`src/rtl/bank_mapper_pkg.sv`:
```
package bank_mapper_pkg;
  // RAM bank one-hot encodings
  localparam logic [1:0] BANK_NONE = 2'b00;
  localparam logic [1:0] BANK_LO   = 2'b01;
  localparam logic [1:0] BANK_HI   = 2'b10;

  typedef struct packed {
    logic       rom;
    logic [1:0] ram;
  } mem_sel_t;
endpackage

```
`src/rtl/bmu_page_regs.sv`:
```
module bmu_page_regs #(
  parameter int NUM_WIN = 4,
  parameter int PAGE_W  = 8,
  localparam int IDX_W  = $clog2(NUM_WIN)
) (
  input  logic                           clk,
  input  logic                           rst_n,
  input  logic                           wr_en,
  input  logic [IDX_W-1:0]               wr_idx,
  input  logic [PAGE_W-1:0]              wr_data,
  input  logic [IDX_W-1:0]               rd_idx,
  input  logic [IDX_W-1:0]               win_idx,
  output logic [PAGE_W-1:0]              rd_page,
  output logic [PAGE_W-1:0]              win_page
);
  logic [NUM_WIN-1:0][PAGE_W-1:0] page_q;

  for (genvar i = 0; i < NUM_WIN; i++) begin : g_page
    always_ff @(posedge clk or negedge rst_n) begin
      if (!rst_n)
        page_q[i] <= PAGE_W'(i);   // identity mapping at reset
      else if (wr_en && wr_idx == IDX_W'(i))
        page_q[i] <= wr_data;
    end

    assert_write_lands_R4: assert property (@(posedge clk) disable iff (!rst_n)
      (wr_en && wr_idx == IDX_W'(i)) |=> page_q[i] == $past(wr_data));
    assert_others_hold_R4: assert property (@(posedge clk) disable iff (!rst_n)
      !(wr_en && wr_idx == IDX_W'(i)) |=> $stable(page_q[i]));
  end

  assign rd_page  = page_q[rd_idx];
  assign win_page = page_q[win_idx];
endmodule

```
`src/rtl/bmu_xlate.sv`:
```
module bmu_xlate
  import bank_mapper_pkg::*;
#(
  parameter int  CPU_AW = 16,
  parameter int  OFF_W  = 14,
  parameter int  PAGE_W = 8,
  parameter int  PA_W   = 20,
  parameter int  ROM_AW = 13,
  parameter bit  WIDE   = 1'b1
) (
  input  logic [CPU_AW-1:0] cpu_addr,
  input  logic [PAGE_W-1:0] page,
  input  logic              io_cycle,
  output logic [PA_W-1:0]   phys_addr,
  output mem_sel_t          sel
);
  localparam int UPPER_W = PA_W - OFF_W;   // page bits that reach the bus

  logic                rom_hit;
  logic [PA_W-1:0]     ram_addr;
  logic [1:0]          bank;

  assign rom_hit = &cpu_addr[CPU_AW-1:ROM_AW];

  if (WIDE) begin : g_wide
    logic unused_page_hi;
    assign unused_page_hi = ^page[PAGE_W-1:UPPER_W];
    assign ram_addr = {page[UPPER_W-1:0], cpu_addr[OFF_W-1:0]};
    assign bank     = page[UPPER_W-1] ? BANK_HI : BANK_LO;
  end else begin : g_narrow
    localparam int PAD_W = PA_W - OFF_W - PAGE_W;
    assign ram_addr = {{PAD_W{1'b0}}, page, cpu_addr[OFF_W-1:0]};
    assign bank     = BANK_LO;
  end

  always_comb begin
    if (rom_hit) begin
      phys_addr = {{(PA_W-ROM_AW){1'b0}}, cpu_addr[ROM_AW-1:0]};
      sel.rom   = !io_cycle;
      sel.ram   = BANK_NONE;
    end else begin
      phys_addr = ram_addr;
      sel.rom   = 1'b0;
      sel.ram   = io_cycle ? BANK_NONE : bank;
    end
  end
endmodule

```
`src/rtl/bank_mapper.sv`:
```
module bank_mapper
  import bank_mapper_pkg::*;
#(
  parameter bit WIDE_PAGES = 1'b1,
  parameter int NUM_WIN    = 4,
  parameter int CPU_AW     = 16,
  parameter int DATA_W     = 8,
  parameter int PA_W       = 20,
  parameter int ROM_AW     = 13
) (
  input  logic              clk,
  input  logic              rst_n,
  input  logic [CPU_AW-1:0] cpu_addr,
  input  logic [DATA_W-1:0] cpu_wdata,
  input  logic              cpu_rw,
  input  logic              map_cs,
  output logic [PA_W-1:0]   phys_addr,
  output logic [1:0]        ram_sel,
  output logic              rom_sel,
  output logic [DATA_W-1:0] cpu_rdata
);
  localparam int WIN_W  = $clog2(NUM_WIN);
  localparam int OFF_W  = CPU_AW - WIN_W;
  localparam int PAGE_W = WIDE_PAGES ? DATA_W : DATA_W / 2;

  logic [PAGE_W-1:0] rd_page;
  logic [PAGE_W-1:0] win_page;
  logic              wr_en;
  mem_sel_t          sel;
  logic              unused_wdata;

  assign wr_en        = map_cs && !cpu_rw;
  assign unused_wdata = ^cpu_wdata;

  bmu_page_regs #(
    .NUM_WIN (NUM_WIN),
    .PAGE_W  (PAGE_W)
  ) u_regs (
    .clk      (clk),
    .rst_n    (rst_n),
    .wr_en    (wr_en),
    .wr_idx   (cpu_addr[WIN_W-1:0]),
    .wr_data  (cpu_wdata[PAGE_W-1:0]),
    .rd_idx   (cpu_addr[WIN_W-1:0]),
    .win_idx  (cpu_addr[CPU_AW-1:OFF_W]),
    .rd_page  (rd_page),
    .win_page (win_page)
  );

  bmu_xlate #(
    .CPU_AW (CPU_AW),
    .OFF_W  (OFF_W),
    .PAGE_W (PAGE_W),
    .PA_W   (PA_W),
    .ROM_AW (ROM_AW),
    .WIDE   (WIDE_PAGES)
  ) u_xlate (
    .cpu_addr  (cpu_addr),
    .page      (win_page),
    .io_cycle  (map_cs),
    .phys_addr (phys_addr),
    .sel       (sel)
  );

  assign ram_sel   = sel.ram;
  assign rom_sel   = sel.rom;
  assign cpu_rdata = (map_cs && cpu_rw) ? DATA_W'(rd_page) : '0;

  assert_bank_onehot_R8: assert property (@(posedge clk) disable iff (!rst_n)
    $onehot0(ram_sel));
  assert_rom_exclusive_R7: assert property (@(posedge clk) disable iff (!rst_n)
    rom_sel |-> (ram_sel == 2'b00));
  assert_io_quiet_R9: assert property (@(posedge clk) disable iff (!rst_n)
    map_cs |-> (!rom_sel && ram_sel == 2'b00));
  assert_offset_pass_R3: assert property (@(posedge clk) disable iff (!rst_n)
    (ram_sel != 2'b00) |-> (phys_addr[OFF_W-1:0] == cpu_addr[OFF_W-1:0]));
  assert_rdata_idle_R5: assert property (@(posedge clk) disable iff (!rst_n)
    !(map_cs && cpu_rw) |-> (cpu_rdata == '0));
  assert_rom_vectors_R7: assert property (@(posedge clk) disable iff (!rst_n)
    (&cpu_addr[CPU_AW-1:ROM_AW] && !map_cs) |-> rom_sel);
endmodule

```
`config.mk`:
```
export PLATFORM = sky130hd
export DESIGN_NAME = bank_mapper
export DESIGN_NICKNAME = d
export VERILOG_FILES = /design/src/rtl/bank_mapper_pkg.sv /design/src/rtl/bmu_page_regs.sv /design/src/rtl/bmu_xlate.sv /design/src/rtl/bank_mapper.sv
export SDC_FILE = /design/constraint.sdc
export NUM_CORES = 1
export LEC_CHECK = 0
export BUFFER_PORTS_ARGS = -buffer_cell sky130_fd_sc_hd__buf_2
export CAP_MARGIN = 10
export CELL_PAD_IN_SITES_DETAIL_PLACEMENT = 1
export CELL_PAD_IN_SITES_GLOBAL_PLACEMENT = 2
export CORE_ASPECT_RATIO = 1.25
export CORE_MARGIN = 2
export CORE_UTILIZATION = 34
export DETAILED_ROUTE_END_ITERATION = 10
export PLACE_DENSITY_LB_ADDON = 0.1
export SKIP_LAST_GASP = 1
export SYNTH_ARGS = -nofsm -noshare
export SYNTH_HDL_FRONTEND = slang
export SYNTH_SLANG_ARGS = --single-unit
```
`constraint.sdc`:
```
create_clock -name clk -period 1.7 [get_ports clk]
set_input_delay 0.34 -clock clk [delete_from_list [all_inputs] [get_ports clk]]
set_output_delay 0.34 -clock clk [all_outputs]
set_load 0.05 [all_outputs]
```
Yosys cells after proc, flatten, opt, wreduce, memory -nomap -nowiden
Index checks and enable logic that the tools add are counted.

word-level totals
  memories = 0
  input port bits = 28
  bits in latches = 0
  memory bits (writable) = 0
  bits in registers = 32
  memory bits (read-only) = 0

operators by class
  divide/modulo/power cells = 0
  bitwise logic cells = 0
  add/subtract/negate cells = 0
  equality and inequality tests = 3
  muxes and demuxes = 9
  reduce and logical (&&, ||, !) cells = 10
  shifts and indexed selects = 0
  multipliers = 0
  $lt $le $gt $ge = 2

operators by type and width
  kind                number
  $bmux 8 s2          2
  $mux 20             1
  $mux 8              2
  $logic_and 1x1->1   6
  $lt 2x3->1 const B  2
  $mux 6              1
  $eq 2x2->1 const B  2
  $mux 2              2
  $mux 3              1
  $reduce_and 3->1    1
  $eq 2x1->1 const B  1
  $logic_not 1->1     2
  $logic_not 2->1     1

Longest topological paths before layout
Gate-level depths: netlist of the first run.

  word-level depth = 5
  gate-level depth with buffers = 3

By module
Synthesis of the first run repeated with hierarchy kept, for this count alone.

unflattened totals
  cell total of the unflattened synthesis = 121
  area total of the unflattened synthesis = 1829.3 µm²

by module, submodules not included
  module         seq. area each (µm²)  cells an instance  instances  area an instance (µm²)
  bmu_page_regs  805.8                 88                 1          1595.3
  bmu_xlate      0.0                   24                 1          177.7
  bank_mapper    0.0                   9                  1          56.3

Least setup slack after synthesis of the first run
OpenSTA, ideal clock, no wires.

  path type = input -> output
  start point = input cpu_addr[14]
  end point = output ram_sel[0]
  cell stages on the path = 3
  setup slack = -0.892 ns
  buffers on the path = 1
  arrival = 2.252 ns
  path through = buf_2 -> mux4_2 -> nor3b_1

between the ends
  longest elaborated chain between the ends = 5
  elaborated cells between the ends (all ways) = 6
  classes of those cells = 5 x mux; 1 x reduce/logical

ends and longest elaborated chain
  item                          RTL line             source
  start: declaration            bank_mapper.sv:13    input logic [CPU_AW-1:0] cpu_addr,
  $bmux 8 s2                    bmu_page_regs.sv:33  assign win_page = page_q[win_idx];
  $mux 6 (implied by the code)  bmu_page_regs.sv:33
  $mux 2                        bmu_xlate.sv:29      assign bank = page[UPPER_W-1] ? BANK_HI : BANK_LO;
  $mux 2                        bmu_xlate.sv:44      sel.ram = io_cycle ? BANK_NONE : bank;
  $mux 3 (*)                    bmu_xlate.sv:37      if (rom_hit) begin
  end: declaration              bank_mapper.sv:18    output logic [1:0] ram_sel,

Every way passes the cells marked *; elsewhere a longest branch is shown, timed or not. The select of a mux whose other input is x is not followed.

Final worst setup path of the first run
  start point = register u_regs.page_q[29] (netlist bit)
  end point = output ram_sel[1]

between the ends
  longest elaborated chain between the ends = 5

ends and longest elaborated chain
  item                              RTL line             source
  start: declaration                bmu_page_regs.sv:16  logic [NUM_WIN-1:0][PAGE_W-1:0] page_q;
  start signal: indexed assignment  bmu_page_regs.sv:21  page_q[i] <= PAGE_W'(i);
  start signal: indexed assignment  bmu_page_regs.sv:23  page_q[i] <= wr_data;
  $bmux 8 s2                        bmu_page_regs.sv:33
  $mux 6 (implied by the code)      bmu_page_regs.sv:33
  $mux 2                            bmu_xlate.sv:29
  $mux 2                            bmu_xlate.sv:44
  $mux 3                            bmu_xlate.sv:37

Every way passes these cells. The select of a mux whose other input is x is not followed.

==> impl_metrics.ini, run 1 <==
[outcome]
status = finished with violations
failing_checks = negative setup slack

[finish]
n_fill_cell = 532
num-nets-final = 196
antennaDiodeCount = 0
area.growth.synth_to_final_pct = 28.0
finalInstanceArea_um2 = 2350
post_route_cells_drive_above_1_share = 0.762
largest_reg_flops = 32
top_regs = u_regs.page_q: 32 flops
multi_input_area_um2 = 892
instances_no_fill = 230
seqCellArea_um2 = 806
max_flop_register = u_regs.page_q

[floorplan]
num_rows = 29
area_inside_the_core_boundary_um2 = 5150
io_pins = 59
floorplan.die.width_um = 69.8
die_h_um = 86.2
initial_core_util = 0.357
floorplan.die_area_um2 = 6010

[critical_path]
crit_fanout = 3
start_kind = flip-flop
critical_setup_path_kind = flip-flop to primary output
end_kind = primary output
critPathArrivalTime_ns = 1.58
cp_data_required_time_ns = 1.36
r2r_cells = 2

[clocking]
clk_latency_ns = 0.27
cts_tree = built
ctsHoldBuffers = 0
numCtsBuffers = 5
cts.path.max_buffers = 2
htreeDepth = 2
clock_tree.root_cell = sky130_fd_sc_hd__clkbuf_8
cts.reportedPaths.clkPinSlew_ns = 0.06
number_of_sinks_on_the_clock_net = 32

[placement]
dp_hpwl_um = 3170
place.detailed.instances = 208
port_buf_inserts = 36
placed_cell_area_um2 = 2080
gp_routability_congestion = 0.725

[detailed_routing]
ant_nets = 0
detail_route.vias_per_cell = 5.34
drt_iter0_drc = 36
remaining_drc_errors = 0
post_drt_wl_per_cell_um = 20.5
post_detailed_routing_wire_length_um = 4710
via_count = 1229
length_of_the_first_detailed_routing_pass_in_iterations = 4

[sta]
clock-skew-final_ns = 0
setup_total_negative_slack_ns = -2.13
final_min_period_over_clock_period = 1.13
whs_ns = 0.129
timing_max_transition_violations_final = 0
timing.fmax_mhz = 522
final_count_of_hold_timing_violations = 0
grt_setup_unrepaired = true
setup_ws_ns = -0.217
timing.final.crit_period_ns = 1.92
finalSetupViolCount = 16
max_slew.worst_pin.slew_ns = 0.729
slew_headroom = 0.514

[synthesis]
yosys.area.top_type_share = 0.381
post_synth_edffs = 0
mappedNetlistNets = 150
synthCells = 122
synthesis.area_um2 = 1840
synth-async-reset-ratio = 1.00
postSynthAreaPerCell_um2 = 15.1
synthDominantAreaCellType = sky130_fd_sc_hd__dfrtp_1
synth.top_cells.by_count = sky130_fd_sc_hd__mux2_2, sky130_fd_sc_hd__dfrtp_1, sky130_fd_sc_hd__buf_4
synth_top_flop_cell = sky130_fd_sc_hd__dfrtp_1
yosys_register_bits = 32
synth_cell_type_count = 20
warning_count_from_the_yosys_run = 0
synth_top_cells_by_area = sky130_fd_sc_hd__dfrtp_1, sky130_fd_sc_hd__mux2_2, sky130_fd_sc_hd__mux4_1
ys_seq_area_frac = 0.438
library_cell_with_the_highest_instance_count_after_synthesis = sky130_fd_sc_hd__mux2_2

[grt]
grt_start_max_net_pins = 33
grt_pass1_wl_um = 7490
grt_util_all_layers = 0.166
grt_pass1_vias = 1372
global_route.overflow_total = 0
antenna_violations_before_repair = 0

[pwr]
power.leakage_nw = 1.05
peakVddDrop_uv = 511
power_density_nw_per_um2 = 1090

[flow_run]
maxCapViolations = 0

[worst_hold_path]
timing.hold.worst.class = input port to asynchronous set/reset pin
## path summary, 6_finish.rpt
check,start,slack (ns),endpoint
setup / recovery,u_regs.page_q[29]$_DFFE_PN0P_,-0.22,ram_sel[1]
hold / removal,rst_n,0.13,u_regs.page_q[0]$_DFFE_PN0P_
setup reg to reg,u_regs.page_q[20]$_DFFE_PN0P_,0.80,u_regs.page_q[20]$_DFFE_PN0P_
hold reg to reg,u_regs.page_q[22]$_DFFE_PN0P_,0.52,u_regs.page_q[22]$_DFFE_PN0P_
max in group asynchronous,rst_n,1.11,u_regs.page_q[1]$_DFFE_PN0P_
min in group clk,cpu_wdata[7],0.35,u_regs.page_q[15]$_DFFE_PN0P_
## final cells by class
type,count,share of cell area
clock buffer,7,0.0324
tap,62,0.0330
multi-input combinational,69,0.379
sequential,32,0.343
timing repair buffer,60,0.213
## metrics by stage
stage | setup slack, ns | utilization | power [mW]
2_1_floorplan | -0.145 | - | 1.71
5_1_grt | -0.284 | 0.457 | 2.73
3_3_place_gp | -0.285 | 0.404 | 1.81
6_report | -0.217 | 0.457 | 2.57
4_1_cts | -0.231 | 0.454 | 2.57
3_5_place_dp | -0.301 | 0.404 | 1.85
## layout by cell type, fill, tap and decap left out, drive strengths merged, types with 2 or more instances in the layout
cell	n
buf	60
and3	8
mux4	14
dfstp	4
dfrtp	28
clkbuf	7
and4bb	2
mux2	32
nor2b	5
## power by group
part | total [mW] | internal [mW] | switching (mW)
Combinational | 1.00 | 0.529 | 0.475
Sequential | 1.05 | 0.947 | 0.102
Clock | 0.520 | 0.281 | 0.239
Total | 2.57 | 1.76 | 0.816
## kinds of logic after synthesis
| group | count (synthesis) | synth area share |
|---|---|---|
| AO/OA/AOI/OAI | 1 | 0.00409 |
| flip-flops | 32 | 0.438 |
| buffers and inverters | 21 | 0.0776 |
| multiplexers | 46 | 0.384 |
| AND/OR/NAND/NOR | 22 | 0.0960 |
## metal layers
layer,track usage,up-vias,share of wire
met3,0.0407,4,0.050
met4,0.0420,0,0.0072
met2,0.297,50,0.52
met5,0,-,0
met1,0.201,639,0.42
li1,-,536,-
## timing repair
action,in CTS,in global routing
buffers inserted,12,3
resized for setup,37,2
endpoints found under the hold margin,0,0
endpoints found under the setup margin,16,16
## critical path, cell delays in order (launching register included)
cell and delay, ns:
sky130_fd_sc_hd__dfrtp_1 0.39, sky130_fd_sc_hd__mux4_2 0.53, sky130_fd_sc_hd__and3b_2 0.23, sky130_fd_sc_hd__buf_6 0.15
Note: power is estimated with default switching activity, not from simulation.
==> run 2: changes to the inputs <==
- SLEW_MARGIN: not set -> 15
- clock period: 1.7 -> 2.1 ns (I/O delays scaled with it)
==> run 2 against run 1 <==
Compared with the run above:
- the run now ends clean
- clock-buffer cell count is 1 higher
- clock skew stayed put
- critical path type unchanged
- first-iteration DRC count grew 64%
- clock power is 10% lower
- sequential share of layout area is 4.1 points higher
- core utilization down 4.9 points
- non-clock buffer count fell by 20
- final cell count is 8.3% lower
- critical path depth unchanged
==> impl_metrics.ini, run 2 (same netlist as run 1, synthesis figures left out) <==
[finish]
finalCoreUtilization = 0.408
top_regs = u_regs.page_q: 32 flops
mostFrequentLayoutCell = sky130_fd_sc_hd__buf_2
most-common-layout-cells = sky130_fd_sc_hd__buf_2, sky130_fd_sc_hd__mux2_2, sky130_fd_sc_hd__dfrtp_1, sky130_fd_sc_hd__mux4_1, sky130_fd_sc_hd__and3_1
max_flop_register = u_regs.page_q
multi_input_area_um2 = 901
num-nets-final = 176
area.growth.synth_to_final_pct = 14.4
instances_no_fill = 211
n_fill_cell = 558
seqCellArea_um2 = 806
post_route_cells_drive_above_1_share = 0.624
largest_reg_flops = 32
antennaDiodeCount = 0

[worst_hold_path]
timing.hold.worst.class = input port to asynchronous set/reset pin

[sta]
final_min_period_over_clock_period = 0.959
timing.final.crit_period_ns = 2.01
finalSetupViolCount = 0
setup_ws_ns = 0.0869
clock-skew-final_ns = 0
final_count_of_hold_timing_violations = 0
grt_setup_unrepaired = false
timing.fmax_mhz = 497
max_slew.worst_pin.slew_ns = 0.712
slew_headroom = 0.525
timing_max_transition_violations_final = 0

[placement]
port_buf_inserts = 36
dp_hpwl_um = 2930
gp_routability_congestion = 0.720
place.detailed.instances = 203
pre_cts_slack_ns = -0.0246

[detailed_routing]
remaining_drc_errors = 0
via_count = 1145
length_of_the_first_detailed_routing_pass_in_iterations = 4
drt_iter0_drc = 59
ant_nets = 0
post_drt_wl_per_cell_um = 19.8
detail_route.vias_per_cell = 5.43
post_detailed_routing_wire_length_um = 4180

[clocking]
cts.path.max_buffers = 2
cts.reportedPaths.clkPinSlew_ns = 0.06
clock_tree.root_cell = sky130_fd_sc_hd__clkbuf_8
post_cts.repair.setup_buffers = 0
ctsHoldBuffers = 0
number_of_sinks_on_the_clock_net = 32
cts_tree = built
numCtsBuffers = 5
htreeDepth = 2
clk_latency_ns = 0.28

[critical_path]
critPathArrivalTime_ns = 1.59
crit_fanout = 3
cp_data_required_time_ns = 1.68
reg2reg_slack_ns = 1.32
start_kind = flip-flop
critical_setup_path_kind = flip-flop to primary output
end_kind = primary output

[floorplan]
area_inside_the_core_boundary_um2 = 5150
floorplan.die.width_um = 69.8
initial_core_util = 0.357
die_h_um = 86.2
io_pins = 59
floorplan.die_area_um2 = 6010
num_rows = 29

[grt]
antenna_violations_before_repair = 0
grt_pass1_wl_um = 6780
grt_util_all_layers = 0.151
grt_pass1_vias = 1258
grt_start_max_net_pins = 33
global_route.overflow_total = 0

[pwr]
power_density_nw_per_um2 = 920
power.leakage_nw = 0.962
peakVddDrop_uv = 422
total_power_mw = 1.93

[flow_run]
maxCapViolations = 0

[outcome]
status = finished, final reports clean
## run 2: layout make-up
type | instances | share of cell area
clock buffer | 8 | 0.0429
sequential | 32 | 0.383
timing repair buffer | 40 | 0.108
tap | 62 | 0.0369
multi-input combinational | 69 | 0.429
## run 2: repair_timing
item / CTS / global route
setup endpoints to repair: 6 / 1
resized for setup: 1 / 2
endpoints found under the hold margin: 0 / 0
## run 2: power breakdown
| group | internal [mW] | switching (mW) |
|---|---|---|
| logic | 0.283 | 0.330 |
| clock network | 0.267 | 0.201 |
| registers | 0.766 | 0.0861 |
| total | 1.32 | 0.618 |
## run 2: metal layers
| layer | track usage | share of wire | up-vias |
|---|---|---|---|
| met3 | 0.0360 | 0.048 | 12 |
| met2 | 0.244 | 0.49 | 43 |
| li1 | - | - | 509 |
| met5 | 0 | 0 | - |
| met4 | 0.0612 | 0.022 | 0 |
| met1 | 0.195 | 0.44 | 581 |
## run 2: path summary, 6_finish.rpt
kind / start / endpoint / cells after the start
max: u_regs.page_q[21]$_DFFE_PN0P_ / ram_sel[1] / 3
min: rst_n / u_regs.page_q[23]$_DFFE_PN0P_ / 1
max reg2reg: u_regs.page_q[4]$_DFFE_PN0P_ / u_regs.page_q[4]$_DFFE_PN0P_ / 1
min reg2reg: u_regs.page_q[15]$_DFFE_PN0P_ / u_regs.page_q[15]$_DFFE_PN0P_ / 1
max in group asynchronous: rst_n / u_regs.page_q[1]$_DFFE_PN0P_ / 1
min in group clk: cpu_wdata[7] / u_regs.page_q[31]$_DFFE_PN0P_ / 2
## run 2: per-stage QoR
stage	TNS, ns	hold slack (ns)	instance area, µm²
floorplan	-0.0127	0.124	1850
global placement	-0.0286	0.482	2010
detailed placement	-0.0577	0.490	2010
CTS	0	0.211	2100
global route	0	0.246	2100
finish	0	0.192	2100
## run 2: critical path, cell delays in order, from the launching register on
cell	delay (ns)
sky130_fd_sc_hd__dfrtp_1	0.40
sky130_fd_sc_hd__mux4_2	0.52
sky130_fd_sc_hd__and3b_1	0.19
sky130_fd_sc_hd__buf_2	0.21
